## src/rtl/pst_pkg.sv

```systemverilog
package pst_pkg;
   localparam int unsigned WORD_BITS = 32;
   localparam int unsigned BYTE_BITS = 8;
   localparam int unsigned LANES     = WORD_BITS / BYTE_BITS;
   localparam int unsigned THREADS   = 2;

   typedef enum logic {
      ENG_IDLE  = 1'b0,
      ENG_SHIFT = 1'b1
   } eng_state_t;

   typedef logic [WORD_BITS-1:0] word_t;
endpackage

```

## src/rtl/pst_buffer.sv

```systemverilog
module pst_buffer
   import pst_pkg::*;
#(
   parameter int unsigned DEPTH_WORDS = 32,
   parameter int unsigned WM_LEVEL    = 1
) (
   input  logic                             clk,
   input  logic                             rst,
   input  logic                             wr_en,
   input  logic [BYTE_BITS-1:0]             wr_byte,
   input  logic                             commit,
   input  logic                             take,
   input  logic                             drain,
   output word_t                            rd_word,
   output logic                             ready,
   output logic                             wm,
   output logic [$clog2(DEPTH_WORDS):0]     words_left
);
   localparam int unsigned PTR_W    = $clog2(DEPTH_WORDS);
   localparam int unsigned CNT_W    = PTR_W + 1;
   localparam int unsigned LANE_W   = $clog2(LANES);
   localparam int unsigned FILL_W   = PTR_W + LANE_W + 1;
   localparam int unsigned FILL_MAX = DEPTH_WORDS * LANES;

   if (DEPTH_WORDS < 2 || (DEPTH_WORDS & (DEPTH_WORDS - 1)) != 0) begin : g_bad_depth
      $error("pst_buffer: DEPTH_WORDS must be a power of two of at least 2");
   end
   if (WM_LEVEL > DEPTH_WORDS) begin : g_bad_wm
      $error("pst_buffer: WM_LEVEL must not exceed DEPTH_WORDS");
   end

   word_t             mem [DEPTH_WORDS];
   logic [FILL_W-1:0] fill;
   logic [CNT_W-1:0]  cnt;
   logic [CNT_W-1:0]  rd_ptr;
   logic              wr_ok;
   logic              commit_ok;

   assign wr_ok     = wr_en && !ready && (fill < FILL_W'(FILL_MAX));
   assign commit_ok = commit && !ready && (fill >= FILL_W'(LANES));

   always_ff @(posedge clk) begin
      if (wr_ok) begin
         mem[fill[FILL_W-2:LANE_W]][int'(fill[LANE_W-1:0])*BYTE_BITS +: BYTE_BITS] <= wr_byte;
      end
   end

   always_ff @(posedge clk) begin
      if (rst) begin
         fill   <= '0;
         cnt    <= '0;
         rd_ptr <= '0;
         ready  <= 1'b0;
      end else begin
         if (wr_ok) begin
            fill <= fill + FILL_W'(1);
         end
         if (commit_ok) begin
            cnt    <= fill[FILL_W-1:LANE_W];
            rd_ptr <= '0;
            ready  <= 1'b1;
            fill   <= '0;
         end
         if (take) begin
            rd_ptr <= rd_ptr + CNT_W'(1);
         end
         if (drain) begin
            ready <= 1'b0;
         end
      end
   end

   assign words_left = cnt - rd_ptr;
   assign wm         = ready && (words_left <= CNT_W'(WM_LEVEL));
   assign rd_word    = mem[rd_ptr[PTR_W-1:0]];

   // a ready buffer stays ready until the engine drains it
   p_ready_hold_r7: assert property (@(posedge clk) disable iff (rst)
      (ready && !drain) |=> ready);
   // the engine only starts words that exist
   p_take_live_r4: assert property (@(posedge clk) disable iff (rst)
      take |-> (ready && words_left != '0));
   // the fill pointer never passes the depth
   p_no_overflow_r9: assert property (@(posedge clk) disable iff (rst)
      fill <= FILL_W'(FILL_MAX));
   // the watermark is already up when the last word starts
   p_wm_before_last_r6: assert property (@(posedge clk) disable iff (rst)
      (take && words_left == CNT_W'(1) && WM_LEVEL >= 1) |-> wm);
endmodule

```

## src/rtl/pst_engine.sv

```systemverilog
module pst_engine
   import pst_pkg::*;
(
   input  logic                                 clk,
   input  logic                                 rst,
   input  logic [THREADS-1:0]                   ready_i,
   input  logic [THREADS-1:0]                   more_i,
   input  logic [THREADS-1:0][WORD_BITS-1:0]    words_i,
   output logic [THREADS-1:0]                   take_o,
   output logic [THREADS-1:0]                   drain_o,
   output logic                                 ser_data,
   output logic                                 ser_sof,
   output logic                                 ser_eof,
   output logic                                 done
);
   localparam int unsigned BIT_W = $clog2(WORD_BITS);

   eng_state_t       st;
   logic             sel;
   logic [BIT_W-1:0] bitcnt;
   word_t            shreg;
   logic             last_bit;
   logic             start;
   logic             finish;

   always_comb begin
      last_bit = (st == ENG_SHIFT) && (bitcnt == BIT_W'(WORD_BITS - 1));
      start    = ((st == ENG_IDLE) && ready_i[sel]) || (last_bit && more_i[sel]);
      finish   = last_bit && !more_i[sel];
      take_o   = '0;
      drain_o  = '0;
      take_o[sel]  = start;
      drain_o[sel] = finish;
   end

   always_ff @(posedge clk) begin
      if (rst) begin
         st     <= ENG_IDLE;
         sel    <= 1'b0;
         bitcnt <= '0;
         shreg  <= '0;
      end else if (start) begin
         st     <= ENG_SHIFT;
         shreg  <= words_i[sel];
         bitcnt <= '0;
      end else if (finish) begin
         st     <= ENG_IDLE;
         sel    <= ~sel;
      end else if (st == ENG_SHIFT) begin
         shreg  <= shreg << 1;
         bitcnt <= bitcnt + BIT_W'(1);
      end
   end

   assign ser_data = (st == ENG_SHIFT) && shreg[WORD_BITS-1];
   assign ser_sof  = (st == ENG_SHIFT) && (bitcnt == '0);
   assign ser_eof  = last_bit;
   assign done     = finish;

   // the two strobes never coincide
   p_sof_eof_apart_r2: assert property (@(posedge clk) disable iff (rst)
      ser_sof |-> !ser_eof);
   // one dead clock follows the end of a buffer
   p_gap_after_done_r3: assert property (@(posedge clk) disable iff (rst)
      done |=> !(ser_data || ser_sof || ser_eof));
   // done only accompanies an end strobe
   p_done_on_eof_r8: assert property (@(posedge clk) disable iff (rst)
      done |-> ser_eof);
   // finishing a buffer hands over to the other one
   p_alternate_r4: assert property (@(posedge clk) disable iff (rst)
      done |=> (sel != $past(sel)));
endmodule

```

## src/rtl/pingpong_serial_tx.sv

```systemverilog
module pingpong_serial_tx
   import pst_pkg::*;
#(
   parameter int unsigned DEPTH_WORDS = 32,
   parameter int unsigned WM_LEVEL    = 1
) (
   input  logic       clk,
   input  logic       rst,
   input  logic       wr_en,
   input  logic       wr_thread,
   input  logic [7:0] wr_byte,
   input  logic       commit,
   input  logic       commit_thread,
   output logic       ser_data,
   output logic       ser_sof,
   output logic       ser_eof,
   output logic [1:0] buf_ready,
   output logic [1:0] buf_wm,
   output logic       buf_done
);
   localparam int unsigned CNT_W = $clog2(DEPTH_WORDS) + 1;

   logic [THREADS-1:0]                take;
   logic [THREADS-1:0]                drain;
   logic [THREADS-1:0]                more;
   logic [THREADS-1:0][WORD_BITS-1:0] words;

   for (genvar t = 0; t < THREADS; t++) begin : g_thread
      logic [CNT_W-1:0] left;
      word_t            rd;

      pst_buffer #(
         .DEPTH_WORDS(DEPTH_WORDS),
         .WM_LEVEL   (WM_LEVEL)
      ) i_buf (
         .clk       (clk),
         .rst       (rst),
         .wr_en     (wr_en && (wr_thread == 1'(t))),
         .wr_byte   (wr_byte),
         .commit    (commit && (commit_thread == 1'(t))),
         .take      (take[t]),
         .drain     (drain[t]),
         .rd_word   (rd),
         .ready     (buf_ready[t]),
         .wm        (buf_wm[t]),
         .words_left(left)
      );

      assign more[t]  = (left != '0);
      assign words[t] = rd;
   end

   pst_engine i_engine (
      .clk     (clk),
      .rst     (rst),
      .ready_i (buf_ready),
      .more_i  (more),
      .words_i (words),
      .take_o  (take),
      .drain_o (drain),
      .ser_data(ser_data),
      .ser_sof (ser_sof),
      .ser_eof (ser_eof),
      .done    (buf_done)
   );

   // a block can only finish from a ready buffer
   p_done_from_ready_r8: assert property (@(posedge clk) disable iff (rst)
      buf_done |-> (buf_ready != 2'b00));
endmodule

```

## config.mk

```make
export PLATFORM = sky130hd
export DESIGN_NAME = pingpong_serial_tx
export DESIGN_NICKNAME = d
export VERILOG_FILES = /design/src/rtl/pst_pkg.sv /design/src/rtl/pst_buffer.sv /design/src/rtl/pst_engine.sv /design/src/rtl/pingpong_serial_tx.sv
export SDC_FILE = /design/constraint.sdc
export NUM_CORES = 2
export LEC_CHECK = 0
export CORE_AREA = 5 5 463 465
export CTS_CLUSTER_SIZE = 20
export DETAILED_ROUTE_END_ITERATION = 12
export DIE_AREA = 0 0 468 470
export DONT_BUFFER_PORTS = 1
export PLACE_DENSITY_LB_ADDON = 0.05
export SETUP_SLACK_MARGIN = 0.15
export SYNTH_ARGS = -nofsm -noshare
export SYNTH_HDL_FRONTEND = slang
export SYNTH_SLANG_ARGS = --single-unit
```

## constraint.sdc

```tcl
create_clock -name clk -period 3 [get_ports clk]
set_clock_uncertainty 0.2 [all_clocks]
set_input_delay 0.6 -clock clk [delete_from_list [all_inputs] [get_ports clk]]
set_output_delay 0.6 -clock clk [all_outputs]
set_load 0.01 [all_outputs]
```

---- Word-level counts from Yosys, hierarchy flattened ----
Memories as Yosys holds them, arrays and structs flattened. A register that Yosys moved wholly into a read port is not among the register bits.
Cells that the tools add are included.
word-level totals
  flip-flop bits (word level) ............. 81
  bits in writable memories ............... 2,048
  input port bits ......................... 14
  output and inout bits ................... 8
  logic and storage cells ................. 110
  memories ................................ 2
memories
  name                   depth  width  read ports  clocked after memory_dff  wr ports  line              RTL
  g_thread[0].i_buf.mem  32     32     1           1                         1         pst_buffer.sv:32  word_t mem [DEPTH_WORDS];
  g_thread[1].i_buf.mem  32     32     1           1                         1         pst_buffer.sv:32
cells by class
  add/sub/neg operators ................... 9
  $lt $le $gt $ge ......................... 8
  equal/unequal tests ..................... 2
  shift-type cells ........................ 4
  multiplexer cells ....................... 25
  bitwise logic cells ..................... 8
  reductions and logical operators ........ 40
operators with widths
  cell                                                                                  count
  32-bit 2-to-1 mux                                                                     7
  5-bit negation with 34-bit output                                                     2
  8-bit by 34-bit variable shift with 32-bit output (first input constant)              2
  8-bit by 34-bit indexed part select with 32-bit output                                2
  6-bit 2-to-1 mux                                                                      4
  1-bit logical AND                                                                     21
  5-bit 2-to-1 mux                                                                      4
  8-bit by 1-bit adder with 8-bit output (second input constant)                        2
  8-bit by 3-bit greater-or-equal comparator with 1-bit output (second input constant)  2
  8-bit < comparator (second input constant)                                            2
  6-bit by 1-bit adder with 6-bit output (second input constant)                        2
  6-bit by 1-bit less-or-equal comparator with 1-bit output (second input constant)     2
  6-bit nonzero test                                                                    2
  6-bit subtractor                                                                      2
  2-bit OR reduction                                                                    5
  1-bit 2-to-1 mux                                                                      9
  2-bit nonzero test                                                                    4
  1-bit NOT                                                                             6
  2-bit AND reduction                                                                   3
  5-bit by 1-bit adder with 5-bit output (second input constant)                        1
  5-bit equality test (second input constant)                                           1
  5-bit zero test                                                                       1
  2-bit AND                                                                             2
  1-bit zero test                                                                       3
  other kinds (5)                                                                       5

---- Logic depth before layout (Yosys ltp) ----
  word-level depth ........................ 10
  gate-level depth with buffers ........... 12
  gate-level depth less buffers ........... 11

---- By module ----
Synthesis repeated with hierarchy kept, for this count alone.
second synthesis, totals
  cell total of the unflattened synthesis .. 4,837
  area total of the unflattened synthesis .. 85,203.0 um^2
by module, submodules not included
  module                           times used  cells an instance  area each (um^2)  sequential area each (um^2)
  pst_buffer at g_thread[0].i_buf  1           2,316              41,523.6          31,270.0
  pst_buffer at g_thread[1].i_buf  1           2,316              41,508.6          31,270.0
  pst_engine                       1           195                2,118.3           780.7
  pingpong_serial_tx               1           10                 52.6              0.0

---- Worst setup path before layout ----
No wires, ideal clock.
  path type ............................... register to register
  start point ............................. reg g_thread[0].i_buf.rd_ptr[0]
  end point ............................... reg i_engine.shreg[11]
  library setup time ...................... 0.117 ns
  arrival time ............................ 2.728 ns
  data required time ...................... 2.683 ns
  setup slack ............................. -0.045 ns
  cell stages (with the launch flop) ...... 12
  path buffers ............................ 1
  clock period less this slack ............ 3.045 ns
  cells stage by stage .................... dfxtp_1 > ha_1 > inv_1 > fa_1 > xor2_1 > a211o_1 > a2111o_1 > a21o_1 > a21oi_2 > nor3_1 > clkbuf_1 > a32o_1
on the way
  word-level cells in the longest chain between the ends .. 8
  elaborated cells on any way between the ends .. 12
  those cells by class .................... add/sub: 1; eq/ne: 1; mux: 3; reduce/logical: 7
ends and longest elaborated chain
  element                                                            line                      RTL
  from (decl)                                                        pst_buffer.sv:35          logic [CNT_W-1:0] rd_ptr;
  from (signal assigned)                                             pst_buffer.sv:65          rd_ptr <= rd_ptr + CNT_W'(1);
  6-bit subtractor                                                   pst_buffer.sv:73          assign words_left = cnt - rd_ptr;
  6-bit nonzero test                                                 pingpong_serial_tx.sv:49  assign more[t] = (left != '0);
  1-bit 2-to-1 mux (implied by the code) (2 in a row)                pst_engine.sv:29          finish = last_bit && !more_i[sel];
  1-bit zero test                                                    pst_engine.sv:29
  1-bit logical AND                                                  pst_engine.sv:29
  named net buf_done                                                 pingpong_serial_tx.sv:19  output logic buf_done
  2-bit by 1-bit inequality test with 1-bit output (no source line)  --
  2-bit AND reduction (no source line)                               --
  to (signal assigned)                                               pst_engine.sv:44          shreg <= words_i[sel];
  to (signal assigned)                                               pst_engine.sv:50          shreg <= shreg << 1;
  to (decl)                                                          pst_engine.sv:21          word_t shreg;
The timed path passes the listed nets, and every way through them passes these cells. The select of a mux whose other input is x is not followed.
A chain may end at the register's enable or synchronous reset.

---- Worst setup path after layout ----
  start point ............................. reg g_thread[0].i_buf.cnt[0]
  end point ............................... out buf_done
on the way
  word-level cells in the longest chain between the ends .. 6
ends and longest elaborated chain
  element                                              line                      RTL
  from (decl)                                          pst_buffer.sv:34          logic [CNT_W-1:0] cnt;
  from (signal assigned)                               pst_buffer.sv:59          cnt <= fill[FILL_W-1:LANE_W];
  6-bit subtractor                                     pst_buffer.sv:73
  6-bit nonzero test                                   pingpong_serial_tx.sv:49
  1-bit 2-to-1 mux (implied by the code) (2 in a row)  pst_engine.sv:29
  1-bit zero test                                      pst_engine.sv:29
  1-bit logical AND                                    pst_engine.sv:29
  to (decl)                                            pingpong_serial_tx.sv:19
Every way passes these cells. The select of a mux whose other input is x is not followed.

==> flow_summary.ini <==
[worst_setup_path]
cp_num_buf_inv = 3
crit_path_end_kind = primary output
critPathSlowestCell = fa_2
start_kind = register
arrival_ns = 2.88
path_class = reg2out
path_delay_family = compound AO/OA/AOI/OAI gates
cpPeakStageDelay_ns = 0.42
crit_path_cell_trace = inv_2 -> ha_4 -> inv_2 -> fa_2 -> a211o_1 -> a2111o_1 -> a21o_1 -> a21oi_4 -> buf_6
critPathMostFrequentCell = inv_2
required_ns = 2.20
critPathMaxFanout = 2

[cts]
cts_inserted_buffers = 226
clk_root_buffer_cell = clkbuf_16
cts.clk_slew.worst_paths_ns = 0.06
clock_sink_count = 2139
clk_latency_ns = 0.86
cts_tree = built
h-tree-depth = 4
cts_max_path_buffers = 3

[power_and_ir_drop]
p_clk_share_pct = 44.5
p_switching_w = 0.0122
pwr-share-seq_pct = 54.1
p_leak_nw = 30.5
sw_frac_of_total_pct = 20.2
power_w = 0.0604
p_int_w = 0.0482
p_comb_share_pct = 1.4
p_per_area_nw_per_um2 = 609
peakVddDrop_v = 0.000628

[worst_hold_path]
hp-class = in2reg

[placed_design]
pre_cts_slack_ns = -0.128
dpl.hpwl_um = 147000
place_area_um2 = 91100
io_buffers = 0
place.gp.congestion = 0.797
place_inst = 7248

[floorplanning]
die_area_um2 = 220000
dieWidth_um = 468
start_util_pct = 39.8
fp.coreArea_um2 = 209000
rows = 168
ios = 22
die_h_um = 470

[job]
maxCapViolCount = 0

[drt]
wirelength_um = 226000
drt-initial-drc-count = 3415
post-route-drc-count = 0
viasPerCell = 5.41
vias = 41800
met3_length_um = 8600
wl_met2_um = 112000
ant_nets = 0
top_layer = met5
drt_first_pass_iters = 5
avgRoutedWirePerCell_um = 29.3
wl_met1_um = 97000

[timing]
slew_violations = 0
worst_slack_ns = -0.684
timing.slew.headroom_pct = 15.6
hold_viol = 0
tns_ns = -10.82
fmax_mhz = 271
tightest_slew_ns = 1.26
rsz0062_at_grt = true
final.min_clock_period_ns = 3.68
period_share_pct = 123
setup_violations = 40

[yosys]
syn_area_per_cell_um2 = 20.3
synthXorXnorAreaFrac_pct = 0.189
yosys_register_bits = 2139
muxShareOfSynthArea_pct = 15.0
ys_seq_area_share_pct = 76.0
synth_nets = 4155
synthArstFlopShare_pct = 0
synth_fa_ha_area_share_pct = 0.453
ys.flop_type = edfxtp_1
synth.top_cells.by_area = edfxtp_1, mux4_2, dfxtp_1
synth-compound-area-share_pct = 3.16
syn_inst = 4112
synthDistinctLibCells = 64
synth_simple_gate_area_share_pct = 3.85
synth-edff-count = 2048
netlist_area_um2 = 83300
synth_top_family_by_area = multiplexers
yosysWarnings = 0
synth_top_area_share_pct = 73.8
synth_area_leader_cell = edfxtp_1

[global_routing]
grt_max_degree = 64
antenna_found_initial = 7
grt.overflow.total = 0
grt_pass1_vias = 43900
grt_pass1_wl_um = 323000
grt_usage_pct = 20.5

[cells_and_area]
fin_nets = 4761
drive_gt1_share_pct = 30.8
nFillCells = 17600
area_growth_pct = 19.0
finalNonFillerCells = 7722
final_area_um2 = 99200

[outcome]
violations = negative setup slack
status = finished, violations left
-- metal layers --
metal  GRT usage (%)  vias up
met1            28.0    22200
met4            7.02        2
met2            33.9      931
met3            2.80      353
li1                -    18300
met5               0        -
-- layout make-up --
cell class              count  area, um^2  share of cell area [%]
repair buffers            621        5830                    5.88
inverters                  24        92.6                  0.0934
clock inverters           128        1040                    1.05
diodes                      6        15.0                  0.0151
flip-flops and latches   2139       63400                    63.9
well taps                2805        3510                    3.54
clock buffers             293        6040                    6.09
multi-input cells        1706       19300                    19.4
-- placed cells by master, fill, tap and decap left out, drive strengths merged, types with 6 or more instances in the layout --
master	n
a21o	7
a21oi	29
a221o	6
a22o	6
a22oi	37
a311o	30
a32o	31
and2	63
and3	17
buf	606
bufinv	14
clkbuf	294
clkinv	97
clkinvlp	10
dfxtp	91
diode	6
dlygate4sd3	13
edfxtp	2048
ha	27
inv	31
mux2i	101
mux4	509
nand2	113
nand2b	42
nand3	43
nor2	332
nor2b	10
nor3	8
nor3b	12
nor4	34
o21ai	8
o221ai	31
o22ai	139
or3	8
xnor2	6
xor2	12
-- power groups by stage --
stage / registers, W / logic, W / clock network (W)
detailed placement: 0.0333 / 0.000830 / 0
CTS: 0.0326 / 0.000865 / 0.0276
global route: 0.0326 / 0.000913 / 0.0289
floorplan: 0.0333 / 0.000345 / 0
finish: 0.0327 / 0.000855 / 0.0269
global placement: 0.0333 / 0.000808 / 0
-- stage by stage --
| stage | util (%) | hold slack (ns) |
|---|---|---|
| 5_1_grt | 47.4 | 0.0654 |
| 4_1_cts | 47.3 | 0.0109 |
| 3_3_place_gp | 43.6 | 0.238 |
| 6_report | 47.4 | 0.0861 |
| 3_5_place_dp | 43.6 | 0.247 |
| 2_1_floorplan | - | 0.233 |
-- cell usage after synthesis (all sizes together) (7+ instances only) --
master     n
edfxtp  2048
mux4     509
nor2     332
o22ai    139
clkbuf   125
buf      118
nand2    113
mux2i    101
dfxtp     91
and2      63
nand3     43
nand2b    42
a22oi     37
nor4      34
a32o      31
o221ai    31
a311o     30
a21oi     29
ha        27
inv       24
and3      17
nor3b     12
xor2      12
nor2b     10
nor3       8
o21ai      8
or3        8
a21o       7
-- final timing paths --
kind | endpoint | from | slack, ns | cells after the start
max | buf_done | g_thread[0].i_buf.cnt[0] | -0.68 | 9
min | g_thread[0].i_buf.fill[1] | wr_en | 0.09 | 4
max reg2reg | i_engine.shreg[22] | g_thread[0].i_buf.cnt[0] | -0.31 | 15
min reg2reg | i_engine.shreg[19] | i_engine.shreg[19] | 0.26 | 1
-- state kept, by name, indices dropped and copies added (netlist names), named ones only --
register               flops
g_thread.i_buf.ready       2
i_engine.bitcnt            5
i_engine.sel               1
g_thread.i_buf.mem      2048
g_thread.i_buf.rd_ptr     12
i_engine.st                1
i_engine.shreg            32
g_thread.i_buf.fill       16
g_thread.i_buf.cnt        12
-- kinds of logic after synthesis --
kind of cell / count (synthesis)
multiplexers: 614
AND/OR/NAND/NOR: 694
XOR/XNOR: 18
flip-flops: 2139
buffers and inverters: 267
AO/OA/AOI/OAI: 351
adder cells (fa/ha/maj): 29
-- tightest hold or removal path: cells and delay by family --
kind	cells	cell delay [ns]
and+or+nand+nor	2	0.20
buffers and inverters	1	0.14
AOI/OAI and AO/OA	1	0.15
-- timing repair --
item,CTS,global route
gates resized for setup,53,38
cloned,7,1
setup endpoints to repair,60,511
endpoints found under the hold margin,503,0
buffers inserted,19,7
hold buffers,13,0
pin swaps,13,15
No activity file was read; power rests on OpenSTA's default activity.
